$ cat src/rtl/fbdiv_pkg.sv
package fbdiv_pkg;

  typedef enum logic [1:0] {
    MODE_NARROW = 2'd0,
    MODE_WIDE   = 2'd1,
    MODE_HIGH   = 2'd2
  } fbdiv_mode_e;

  function automatic fbdiv_mode_e pick_mode(input logic sel_high, input logic sel_full);
    if (sel_high) return MODE_HIGH;
    if (sel_full) return MODE_WIDE;
    return MODE_NARROW;
  endfunction

endpackage

$ cat src/rtl/fbdiv_cfg.sv
module fbdiv_cfg
  import fbdiv_pkg::*;
#(
  parameter int W          = 16,
  parameter int SHIFT      = 4,
  parameter int MIN_WIDE   = 272,
  parameter int MIN_NARROW = 4
) (
  input  logic [W-1:0] word,
  input  logic         sel_high,
  input  logic         sel_full,
  output logic [W-1:0] count_n,
  output logic         use_high
);

  fbdiv_mode_e mode;

  // move the least significant bit of the divisor according to mode
  function automatic logic [W-1:0] aligned(input logic [W-1:0] w, input fbdiv_mode_e m);
    if (m == MODE_NARROW) return {{SHIFT{1'b0}}, w[W-1:SHIFT]};
    return w;
  endfunction

  function automatic logic [W-1:0] floor_of(input fbdiv_mode_e m);
    if (m == MODE_NARROW) return W'(MIN_NARROW);
    return W'(MIN_WIDE);
  endfunction

  function automatic logic [W-1:0] clamp_up(input logic [W-1:0] v, input logic [W-1:0] lo);
    return (v < lo) ? lo : v;
  endfunction

  always_comb begin
    mode     = pick_mode(sel_high, sel_full);
    count_n  = clamp_up(aligned(word, mode), floor_of(mode));
    use_high = (mode == MODE_HIGH);
  end

endmodule

$ cat src/rtl/fbdiv_prescale.sv
module fbdiv_prescale #(
  parameter bit HIGH_PRE = 1'b1
) (
  input  logic clk,
  input  logic rst_n,
  input  logic hf_stb,
  input  logic lf_stb,
  input  logic use_high,
  input  logic clear,
  output logic tick
);

  generate
    if (HIGH_PRE) begin : g_half
      logic phase_q;

      always_ff @(posedge clk) begin
        if (!rst_n)                  phase_q <= 1'b0;
        else if (clear)              phase_q <= 1'b0;
        else if (use_high && hf_stb) phase_q <= ~phase_q;
      end

      assign tick = clear ? 1'b0 : (use_high ? (hf_stb & phase_q) : lf_stb);


      half_rate_chk: assert property (@(posedge clk) disable iff (!rst_n)
        (use_high && tick) |=> (!tick || !use_high));
    end else begin : g_direct
      assign tick = clear ? 1'b0 : (use_high ? hf_stb : lf_stb);
    end
  endgenerate

endmodule

$ cat src/rtl/fbdiv_count.sv
module fbdiv_count #(
  parameter int W        = 16,
  parameter int MIN_LOAD = 4
) (
  input  logic         clk,
  input  logic         rst_n,
  input  logic         inhibit,
  input  logic         start,
  input  logic         tick,
  input  logic [W-1:0] load_n,
  output logic         term,
  output logic         pulse
);

  logic [W-1:0] cnt_q;
  logic         pulse_q;

  assign term  = tick & (cnt_q == W'(1));
  assign pulse = pulse_q;

  always_ff @(posedge clk) begin
    if (!rst_n) begin
      cnt_q   <= '0;
      pulse_q <= 1'b0;
    end else begin
      pulse_q <= term;
      if (start || term) cnt_q <= load_n;
      else if (tick)     cnt_q <= cnt_q - W'(1);
    end
  end


  load_floor_chk: assert property (@(posedge clk) disable iff (!rst_n)
    (start || term) |=> (cnt_q >= W'(MIN_LOAD)));


  pulse_single_chk: assert property (@(posedge clk) disable iff (!rst_n)
    pulse_q |=> !pulse_q);


  inhibit_quiet_chk: assert property (@(posedge clk) disable iff (!rst_n)
    inhibit |=> !pulse_q);


  inhibit_freeze_chk: assert property (@(posedge clk) disable iff (!rst_n)
    inhibit |=> $stable(cnt_q));

endmodule

$ cat src/rtl/synth_fbdiv.sv
module synth_fbdiv
  import fbdiv_pkg::*;
#(
  parameter int W          = 16,
  parameter int SHIFT      = 4,
  parameter int MIN_WIDE   = 272,
  parameter int MIN_NARROW = 4,
  parameter bit HIGH_PRE   = 1'b1
) (
  input  logic         clk,
  input  logic         rst_n,
  input  logic         hf_stb,
  input  logic         lf_stb,
  input  logic [W-1:0] div_word,
  input  logic         sel_high,
  input  logic         sel_full,
  input  logic         inhibit,
  output logic         fb_pulse
);

  logic [W-1:0] next_n;
  logic         next_high;
  logic         need_q;
  logic         band_act_q;
  logic         start;
  logic         term_evt;
  logic         load_evt;
  logic         tick;
  logic         pre_clear;

  fbdiv_cfg #(
    .W(W), .SHIFT(SHIFT), .MIN_WIDE(MIN_WIDE), .MIN_NARROW(MIN_NARROW)
  ) cfg_i (
    .word(div_word), .sel_high(sel_high), .sel_full(sel_full),
    .count_n(next_n), .use_high(next_high)
  );

  assign start     = need_q & ~inhibit;
  assign load_evt  = start | term_evt;
  assign pre_clear = inhibit | need_q;

  always_ff @(posedge clk) begin
    if (!rst_n)       need_q <= 1'b1;
    else if (inhibit) need_q <= 1'b1;
    else              need_q <= 1'b0;
  end

  always_ff @(posedge clk) begin
    if (!rst_n)        band_act_q <= 1'b0;
    else if (load_evt) band_act_q <= next_high;
  end

  fbdiv_prescale #(.HIGH_PRE(HIGH_PRE)) pre_i (
    .clk(clk), .rst_n(rst_n), .hf_stb(hf_stb), .lf_stb(lf_stb),
    .use_high(band_act_q), .clear(pre_clear), .tick(tick)
  );

  fbdiv_count #(.W(W), .MIN_LOAD(MIN_NARROW)) cnt_i (
    .clk(clk), .rst_n(rst_n), .inhibit(inhibit), .start(start),
    .tick(tick), .load_n(next_n), .term(term_evt), .pulse(fb_pulse)
  );


  band_hold_chk: assert property (@(posedge clk) disable iff (!rst_n)
    !load_evt |=> $stable(band_act_q));


  release_load_chk: assert property (@(posedge clk) disable iff (!rst_n)
    $fell(inhibit) |-> (start && !tick));

endmodule

$ cat config.mk
export PLATFORM = sky130hd
export DESIGN_NAME = synth_fbdiv
export DESIGN_NICKNAME = d
export VERILOG_FILES = /design/src/rtl/fbdiv_pkg.sv /design/src/rtl/fbdiv_cfg.sv /design/src/rtl/fbdiv_prescale.sv /design/src/rtl/fbdiv_count.sv /design/src/rtl/synth_fbdiv.sv
export SDC_FILE = /design/constraint.sdc
export NUM_CORES = 1
export LEC_CHECK = 0
export BUFFER_PORTS_ARGS = -buffer_cell sky130_fd_sc_hd__buf_2
export CORE_MARGIN = 8
export CORE_UTILIZATION = 35
export DETAILED_ROUTE_END_ITERATION = 6
export HOLD_SLACK_MARGIN = 0.08
export PLACE_DENSITY_LB_ADDON = 0.08
export SYNTH_ARGS = -nofsm -noshare
export SYNTH_HDL_FRONTEND = slang
export SYNTH_HIERARCHICAL = 1
export SYNTH_SLANG_ARGS = --single-unit
export TNS_END_PERCENT = 30
$ cat constraint.sdc
create_clock -name clk -period 7.1 [get_ports clk]
set_input_delay 1.42 -clock clk [delete_from_list [all_inputs] [get_ports clk]]
set_output_delay 1.42 -clock clk [all_outputs]
set_load 0.02 [all_outputs]
# [Yosys cells after proc, flatten, opt, wreduce, memory -nomap -nowiden]
# Cells that the tools add are included.
[word_totals] register_bits=20 latchBits=0 ramBits=0 romBits=0 inputBits=23 out_inout_bits=1 n_memories=0
[op_classes] add_sub_neg=1 mul=0 n_div=0 magnitude_cmp=1 eq_ne=2 shift=0 muxes=18 bitwise_logic=8 n_reduce_logical=5
[op_table] op="$mux 16" count=7
[op_table] op="$eq 16x1->1 const B" count=1
[op_table] op="$lt 16x16->1" count=1
[op_table] op="$sub 16x1->16 const B" count=1
[op_table] op="$mux 2" count=4
[op_table] op="$mux 1" count=7
[op_table] op="$and 1x1->1" count=3
[op_table] op="$not 1->1" count=3
[op_table] op="$eq 2x2->1 const B" count=1
[op_table] op="$logic_not 2->1" count=1
[op_table] op="$or 1x1->1" count=2
[op_table] op="$reduce_bool 2->1" count=1
[op_table] op="$reduce_or 2->1" count=1
[op_table] op="$logic_and 1x1->1" count=1
[op_table] op="$logic_or 1x1->1" count=1

# [Logic depth before layout (Yosys ltp)]
# Gate-level depths: netlist of the first run.
[depth] ltp_word=10 ltp_mapped=8 depth_no_buf=7

# [Modules after synthesis]
# Netlist of the first run, hierarchy kept.
[by_module_without_submodules] mod="fbdiv_count" n_inst=1 cells_per_inst=105 area_each_um2=984.7 seq_area_each_um2=340.3
[by_module_without_submodules] mod="fbdiv_cfg" n_inst=1 cells_per_inst=55 area_each_um2=304.0 seq_area_each_um2=0.0
[by_module_without_submodules] mod="synth_fbdiv" n_inst=1 cells_per_inst=8 area_each_um2=95.1 seq_area_each_um2=40.0
[by_module_without_submodules] mod="fbdiv_prescale" n_inst=1 cells_per_inst=8 area_each_um2=68.8 seq_area_each_um2=20.0

# [Worst setup path after synthesis of the first run]
# No wires, ideal clock.
[synth_path] path_type="input -> register" startpoint="in inhibit" endpoint="reg cnt_i.cnt_q[9]" setup_time_ns=0.122 arrival_ns=3.111 required_ns=6.978 setup_slack_ns=3.868 path_stages=7 cell_sequence="or2_2 -> a21oi_1 -> nor4b_4 -> buf_2 -> nand3_1 -> xnor2_1 -> o311a_1"
[synth_via] elab_chain_cells=5 word_cells_on_any_way=8 cone_classes="mux (2); bitwise (4); reduce/logical (2)"
[synth_rtl] element="start, declared" line="synth_fbdiv.sv:17" rtl="input logic inhibit,"
[synth_rtl] element="$or 1x1->1 (*)" line="synth_fbdiv.sv:40" rtl="assign pre_clear = inhibit | need_q;"
[synth_rtl] element="$mux 1 (*)" line="fbdiv_prescale.sv:23" rtl="assign tick = clear ? 1'b0 : (use_high ? (hf_stb & phase_q) : lf_stb);"
[synth_rtl] element="via tick" line="synth_fbdiv.sv:28" rtl="logic tick;"
[synth_rtl] element="$and 1x1->1" line="fbdiv_count.sv:18" rtl="assign term = tick & (cnt_q == W'(1));"
[synth_rtl] element="$logic_or 1x1->1" line="fbdiv_count.sv:27" rtl="if (start || term) cnt_q <= load_n;"
[synth_rtl] element="$mux 16 / $reduce_bool 2->1 (equally long branches)"
[synth_rtl] element="end signal, assigned" line="fbdiv_count.sv:27"
[synth_rtl] element="end signal, assigned" line="fbdiv_count.sv:28" rtl="else if (tick) cnt_q <= cnt_q - W'(1);"
[synth_rtl] element="end, declared" line="fbdiv_count.sv:15" rtl="logic [W-1:0] cnt_q;"
# The timed path passes the listed nets; every way through them passes the cells marked *.
# A chain may end at the register's enable or synchronous reset.

# [Worst setup path after layout of the first run]
[layout_path] startpoint="in inhibit" endpoint="reg cnt_i.cnt_q[0]"
[layout_via] elab_chain_cells=5 word_cells_on_any_way=8 cone_classes="mux (2); bitwise (4); reduce/logical (2)"
[layout_rtl] element="$or 1x1->1 (*)" line="synth_fbdiv.sv:40"
[layout_rtl] element="via pre_clear" line="synth_fbdiv.sv:29" rtl="logic pre_clear;"
[layout_rtl] element="$mux 1 (*)" line="fbdiv_prescale.sv:23"
[layout_rtl] element="via tick" line="synth_fbdiv.sv:28"
[layout_rtl] element="$and 1x1->1 (*)" line="fbdiv_count.sv:18"
[layout_rtl] element="via term_evt" line="synth_fbdiv.sv:26" rtl="logic term_evt;"
[layout_rtl] element="$logic_or 1x1->1 (*)" line="fbdiv_count.sv:27"
[layout_rtl] element="$mux 16 / $reduce_bool 2->1 (equally long branches)"
# Marked as above.

==> impl_metrics.py, run 1 <==
metrics = {
    "status": {
        "status": "finished clean",
    },
    "finish": {
        "nets": 220,
        "drive_gt1_share_pct": 23.3,
        "finalNonFillerCells": 243,
        "n_antenna_cell": 0,
        "area_growth_pct": 11.2,
        "finalInstanceArea_um2": 1620,
        "final_core_util_pct": 40.4,
    },
    "setup_path": {
        "critPathKind": "in2reg",
        "max_stage_delay_ns": 0.67,
        "slowest_stage": "nor4b_4",
        "setup.reg_to_reg.worst_slack_ns": 4.38,
        "path_delay_family": "simple AND/OR/NAND/NOR gates",
        "cp-start-kind": "primary input",
        "crit_path_end_kind": "flip-flop",
        "worst-path-max-fanout": 18,
        "required_ns": 7.26,
        "reg2regPathDepth": 7,
        "cp.depth": 8,
        "cp.arrival_ns": 3.85,
        "critPathBufInv": 2,
        "critical_path.cell_chain": "buf_2, or2_2, a21oi_1, nor4b_4, nand4_4, clkinv_2, nor2_2, a211oi_1",
    },
    "clock_network": {
        "cts_buffers": 3,
        "post_cts_buffers": 0,
        "cts_root_buf": "clkbuf_8",
        "clock_latency_ns": 0.25,
        "cts.reportedPaths.clkPinSlew_ns": 0.07,
        "htree_levels": 1,
        "cts.sinks": 20,
        "ctsHoldBuffers": 0,
        "cts-resized-gates": 0,
        "cts_tree": "done",
        "clock_path_buffers": 2,
    },
    "run": {
        "drv_cap": 0,
    },
    "placement": {
        "gp_congestion": 0.758,
        "portBuffers": 23,
        "post-place-cells": 240,
        "dp_hpwl_mm": 2.83,
        "place_area_um2": 1570,
    },
    "synthesis": {
        "synth_seq_area_share_pct": 27.6,
        "synth.net_count": 201,
        "ys_seq_elements": 20,
        "avgSynthCellArea_um2": 8.25,
        "synth_edf_count": 0,
        "syn_area_um2": 1450,
        "synth_ff_type": "dfxtp_1",
        "ys_async_sr_fraction_pct": 0,
        "synth_warnings": 6,
        "netlist_instances": 176,
        "ys_types": 46,
    },
    "floorplan": {
        "rows": 23,
        "die_h_um": 80.4,
        "die_w_um": 80.4,
        "num_io_pins": 24,
        "initial_core_util_pct": 36.3,
        "core_region_area_um2": 4000,
        "fp.dieArea_um2": 6470,
    },
    "grt": {
        "grt_usage_pct": 11.7,
        "grt_pass1_wl_mm": 6.15,
        "antenna_found_initial": 0,
        "grt_max_degree": 19,
        "first_global_vias": 1324,
        "grt-ovfl-total": 0,
    },
    "detailed_routing": {
        "routedWlPerCell_um": 14.7,
        "dr_total_vias": 1295,
        "routed_wl_mm": 3.57,
        "drc": 0,
        "drt_iter0_drc": 74,
        "route.antenna.remaining_nets": 0,
        "vias_per_cell": 5.33,
        "first_pass_iters": 4,
    },
    "pwr": {
        "p_per_area_nw_per_um2": 166,
        "p_leak_nw": 0.597,
        "max-vdd-ir-drop_v": 0.0000579,
    },
    "hold_path": {
        "whs_path_depth": 2,
        "hp-class": "reg2reg",
    },
    "timing": {
        "finalHoldWorstSlack_ns": 0.526,
        "period_minus_slack_ns": 3.68,
        "rsz0062_at_grt": "false",
        "slew_headroom_pct": 46.8,
        "finalSetupViolCount": 0,
        "timing.fmax_ghz": 0.271,
        "worstMarginPinSlew_ns": 0.796,
        "fin_crit_sh_pct": 51.9,
        "finalMaxSlewViolations": 0,
        "skew_ns": 0.00253,
        "finalHoldViolations": 0,
        "fin_setup_tns_ns": 0,
    },
}
## worst reg2reg max path: stages (launching register included)
cell      delay, ns
dfxtp_1        0.31
or2_2          0.30
a21oi_1        0.41
nor4b_4        0.67
nand4_4        0.35
clkinv_2       0.21
nor2_2         0.14
a211oi_1       0.25
## state kept, by name (all words and copies together) (netlist names)
register and flops:
need_q 1, cnt_i/pulse 1, band_act_q 1, cnt_i/cnt_q 16, pre_i/g_half.phase_q 1
## path summary, 6_finish.rpt
path / from / endpoint
hold / removal: band_act_q / band_act_q
setup / recovery: inhibit / cnt_i/cnt_q[0]
hold reg to reg: band_act_q / band_act_q
setup reg to reg: need_q / cnt_i/cnt_q[0]
## cells in the mapped netlist (3+ instances only)
cell | instances | area, µm²
a211oi_1 | 13 | 97.6
nand2b_1 | 3 | 18.8
inv_1 | 4 | 15.0
clkbuf_1 | 4 | 15.0
xnor2_1 | 5 | 43.8
nand4_1 | 5 | 31.3
a21oi_2 | 7 | 61.3
nand3_1 | 3 | 15.0
a21oi_1 | 18 | 90.1
nor2_1 | 8 | 30.0
dfxtp_1 | 20 | 400
and2_1 | 4 | 25.0
xor2_1 | 10 | 87.6
nand2_1 | 28 | 105
## cells by family after synthesis
group,Yosys count,synth area share [%]
compound gates,50,25.2
simple gates,75,31.3
flops,20,27.6
fa+ha+maj,2,1.72
buf+inv,14,5.25
xor+xnor,15,9.04
## cell usage in the layout (no fill, tap or decap), drive strengths merged
cell type and instances:
nor4 4, nand2b 3, o21ba 1, o31a 1, nor4bb 1, nand2 28
nand3 3, and2 4, o31ai 1, buf 23, nor2 9, nand4b 2
nor4b 3, o2111ai 1, nand4 6, or4 2, dfxtp 20, xnor2 5
clkinv 1, a21o 2, clkbuf 3, xor2 10, a211oi 13, inv 4
o21ai 1, nor3 1, a21bo 1, or2 3, a21oi 25, o211ai 2
nand3b 2, nor2b 3, ha 2, or3 1, o311a 2
## layer usage
metal	track usage (%)	share of wire (%)	vias to the layer above
li1	-	-	669
met1	15.5	51	600
met2	18.6	46	24
met3	1.45	2.0	2
met4	4.36	0.95	0
met5	0	0	-
## power by group
group          total [mW]  switching [mW]  internal (mW)
sequential          0.131          0.0103          0.120
combinational      0.0631          0.0353         0.0278
clock              0.0750          0.0372         0.0378
total               0.269          0.0829          0.186
## layout make-up
cell class                 count  area [µm²]
fill                         428        2380
multi-input combinational    142         976
sequential                    20         400
timing repair buffer          23         115
tap                           50        62.6
clock buffer                   3        41.3
inverter                       5        20.0
## stage by stage
step / total power [mW] / setup WS, ns
final: 0.269 / 3.42
after global routing: 0.282 / 3.15
after CTS: 0.269 / 3.43
after detailed placement: 0.196 / 3.14
after global placement: 0.195 / 3.29
after floorplan: 0.178 / 3.87
(Power assumes the default switching activity.)
==> run 2, diff against run 1 <==
--- a/config.mk
+++ b/config.mk
@@ -5,6 +5,7 @@
 export SDC_FILE = /design/constraint.sdc
 export NUM_CORES = 1
 export LEC_CHECK = 0
+export ABC_AREA = 1
 export BUFFER_PORTS_ARGS = -buffer_cell sky130_fd_sc_hd__buf_2
 export CORE_MARGIN = 8
 export CORE_UTILIZATION = 35
==> constraint.sdc (replaced) <==
create_clock -name clk -period 3.65 [get_ports clk]
set_input_delay 0.73 -clock clk [delete_from_list [all_inputs] [get_ports clk]]
set_output_delay 0.73 -clock clk [all_outputs]
set_load 0.02 [all_outputs]
==> run 2 against run 1 <==
  * Clock skew increased by 0.0060 ns
  * Non-clock buffer count rose by 1
  * Synthesized cell count increased by 82%
  * Register-to-register slack got worse by 3.0 ns
  * Die area up 22%
  * Wire length up 35%
  * Largest cell class unchanged
  * Combinational power increased to 3.7 times the previous value
  * Sequential power up 92%
  * Power rose by 150%
  * Cell count up 68%
  * Clock power rose by 140%
==> impl_metrics.py, run 2 <==
metrics = {
    "synthesis": {
        "synth_seq_area_share_pct": 21.6,
        "synth_most_common_cell": "nand2_1",
        "synth_warnings": 6,
        "avgSynthCellArea_um2": 5.80,
        "ys_seq_elements": 20,
        "yosysTopAreaCell": "dfxtp_1",
        "synth_commonest_cells": "nand2_1 (89), inv_1 (59), nor2_1 (41)",
        "netlist_instances": 320,
        "syn_area_um2": 1860,
        "synth_area_leaders": "dfxtp_1 (22%), nand2_1 (18%), inv_1 (12%)",
        "ys_async_sr_fraction_pct": 0,
        "synth_edf_count": 0,
        "synth_top_area_share_pct": 21.6,
        "synth.net_count": 345,
        "synth_ff_type": "dfxtp_1",
        "ys_types": 34,
    },
    "timing": {
        "finalSetupViolCount": 0,
        "finalMaxSlewViolations": 0,
        "worstMarginPinSlew_ns": 0.545,
        "period_minus_slack_ns": 2.50,
        "fin_crit_sh_pct": 68.5,
        "timing.fmax_ghz": 0.400,
        "fin_setup_tns_ns": 0,
        "skew_ns": 0.00857,
        "rsz0062_at_grt": "false",
        "slew_headroom_pct": 63.6,
        "finalHoldViolations": 0,
    },
    "finish": {
        "n_antenna_cell": 0,
        "drive_gt1_share_pct": 16.6,
        "layout_common_cells": "nand2_1 (89), inv_1 (59), nor2_1 (41)",
        "regMostFlops": "cnt_i/cnt_q",
        "finalInstanceArea_um2": 2040,
        "area_growth_pct": 9.77,
        "final_common_cell": "nand2_1",
        "largest_register_ff_count": 16,
        "nets": 364,
        "fillers": 601,
    },
    "grt": {
        "grt_max_degree": 22,
        "grt-ovfl-total": 0,
        "grt_usage_pct": 13.0,
        "antenna_found_initial": 0,
        "grt_pass1_wl_mm": 8.12,
        "first_global_vias": 1723,
    },
    "pwr": {
        "total_power_mw": 0.664,
        "p_leak_nw": 1.12,
        "max-vdd-ir-drop_v": 0.000207,
        "p_per_area_nw_per_um2": 326,
    },
    "placement": {
        "gp_congestion": 0.823,
        "dp_hpwl_mm": 3.87,
        "place_area_um2": 1980,
        "portBuffers": 23,
    },
    "clock_network": {
        "cts.reportedPaths.clkPinSlew_ns": 0.08,
        "clock_path_buffers": 2,
        "htree_levels": 1,
        "cts_tree": "done",
        "cts-resized-gates": 0,
        "ctsHoldBuffers": 0,
        "clock_latency_ns": 0.27,
        "post_cts_buffers": 0,
        "cts_root_buf": "clkbuf_8",
        "cts.sinks": 20,
        "cts_buffers": 3,
    },
    "detailed_routing": {
        "drc": 0,
        "dr_total_vias": 1839,
        "drt_iter0_drc": 152,
        "routed_wl_mm": 4.80,
        "route.antenna.remaining_nets": 0,
        "first_pass_iters": 5,
        "routedWlPerCell_um": 11.8,
        "vias_per_cell": 4.51,
    },
    "setup_path": {
        "cp.arrival_ns": 2.67,
        "required_ns": 3.82,
        "crit_path_end_kind": "flip-flop",
        "critPathKind": "in2reg",
        "worst-path-max-fanout": 21,
        "cp-start-kind": "primary input",
    },
    "floorplan": {
        "fp.dieArea_um2": 7890,
        "die_h_um": 88.8,
        "die_w_um": 88.8,
        "rows": 26,
        "num_io_pins": 24,
        "initial_core_util_pct": 36.4,
        "core_region_area_um2": 5110,
    },
    "run": {
        "drv_cap": 0,
    },
    "status": {
        "status": "finished clean",
    },
    "hold_path": {
        "hp-class": "reg2reg",
    },
}
-- run 2: changes by cell type in the layout (fill, tap and decap cells not counted), sizes merged, moves of 4 or more --
cell | before | now
a211oi | 13 | 0
and2 | 4 | 0
nand2 | 28 | 96
nor2 | 9 | 50
xor2 | 10 | 6
a21oi | 25 | 16
nand3 | 3 | 29
inv | 4 | 61
o21ai | 1 | 16
-- run 2: metrics by stage --
| step | worst slack (ns) | std cells | utilization (%) | hold slack, ns |
|---|---|---|---|---|
| floorplan | 1.48 | 320 | - | 0.457 |
| global placement | 0.903 | 404 | 38.8 | 0.481 |
| detailed placement | 0.874 | 404 | 38.8 | 0.490 |
| CTS | 1.17 | 408 | 39.9 | 0.502 |
| global route | 0.971 | 408 | 39.9 | 0.525 |
| finish | 1.15 | 408 | 39.9 | 0.495 |
-- run 2: critical path, cell delays in order --
cell     delay, ns
buf_2         0.11
or2_2         0.29
a21oi_2       0.41
nand2_1       0.10
nor2_1        0.15
nand3_2       0.09
nand2_2       0.29
inv_2         0.20
nand3_1       0.12
nand3_1       0.08
nand2_1       0.06
inv_1         0.03
-- run 2: power by group --
part,switching (mW),total (mW),internal [mW]
clock network,0.0811,0.177,0.0963
logic,0.152,0.235,0.0830
registers,0.0172,0.252,0.234
total,0.250,0.664,0.414
-- run 2: cells by family (layout without fill, tap and decap cells) --
kind of cell	after synthesis	count (layout)	share of synthesized area, %
adder cells (fa/ha/maj)	2	2	1.35
flip-flops	20	20	21.6
AO/OA/AOI/OAI	35	35	10.4
buffers and inverters	72	90	17.0
XOR/XNOR	8	8	3.77
multiplexers	1	1	0.539
AND/OR/NAND/NOR	182	182	45.3
-- run 2: per-layer routing --
metal	vias to the layer above	wire length, µm	GRT usage [%]
li1	1009	-	-
met5	-	0	0
met4	0	40	3.69
met1	789	2520	18.0
met2	39	2100	20.2
met3	2	140	1.67
-- run 2: worst paths after layout --
| kind | start | to | slack, ns | cells past startpoint |
|---|---|---|---|---|
| max | inhibit | cnt_i/cnt_q[4] | 1.15 | 12 |
| min | cnt_i/cnt_q[15] | cnt_i/cnt_q[15] | 0.49 | 2 |
| max reg2reg | need_q | cnt_i/cnt_q[4] | 1.38 | 11 |
| min reg2reg | cnt_i/cnt_q[15] | cnt_i/cnt_q[15] | 0.49 | 2 |
-- run 2: area by class of cell --
type,instances,area [µm²],share of cell area [%]
multi-input cells,228,1140,55.9
inverters,62,233,11.4
clock buffers,4,55.1,2.70
flip-flops and latches,20,400,19.6
repair buffers,24,123,6.02
well taps,70,87.6,4.30
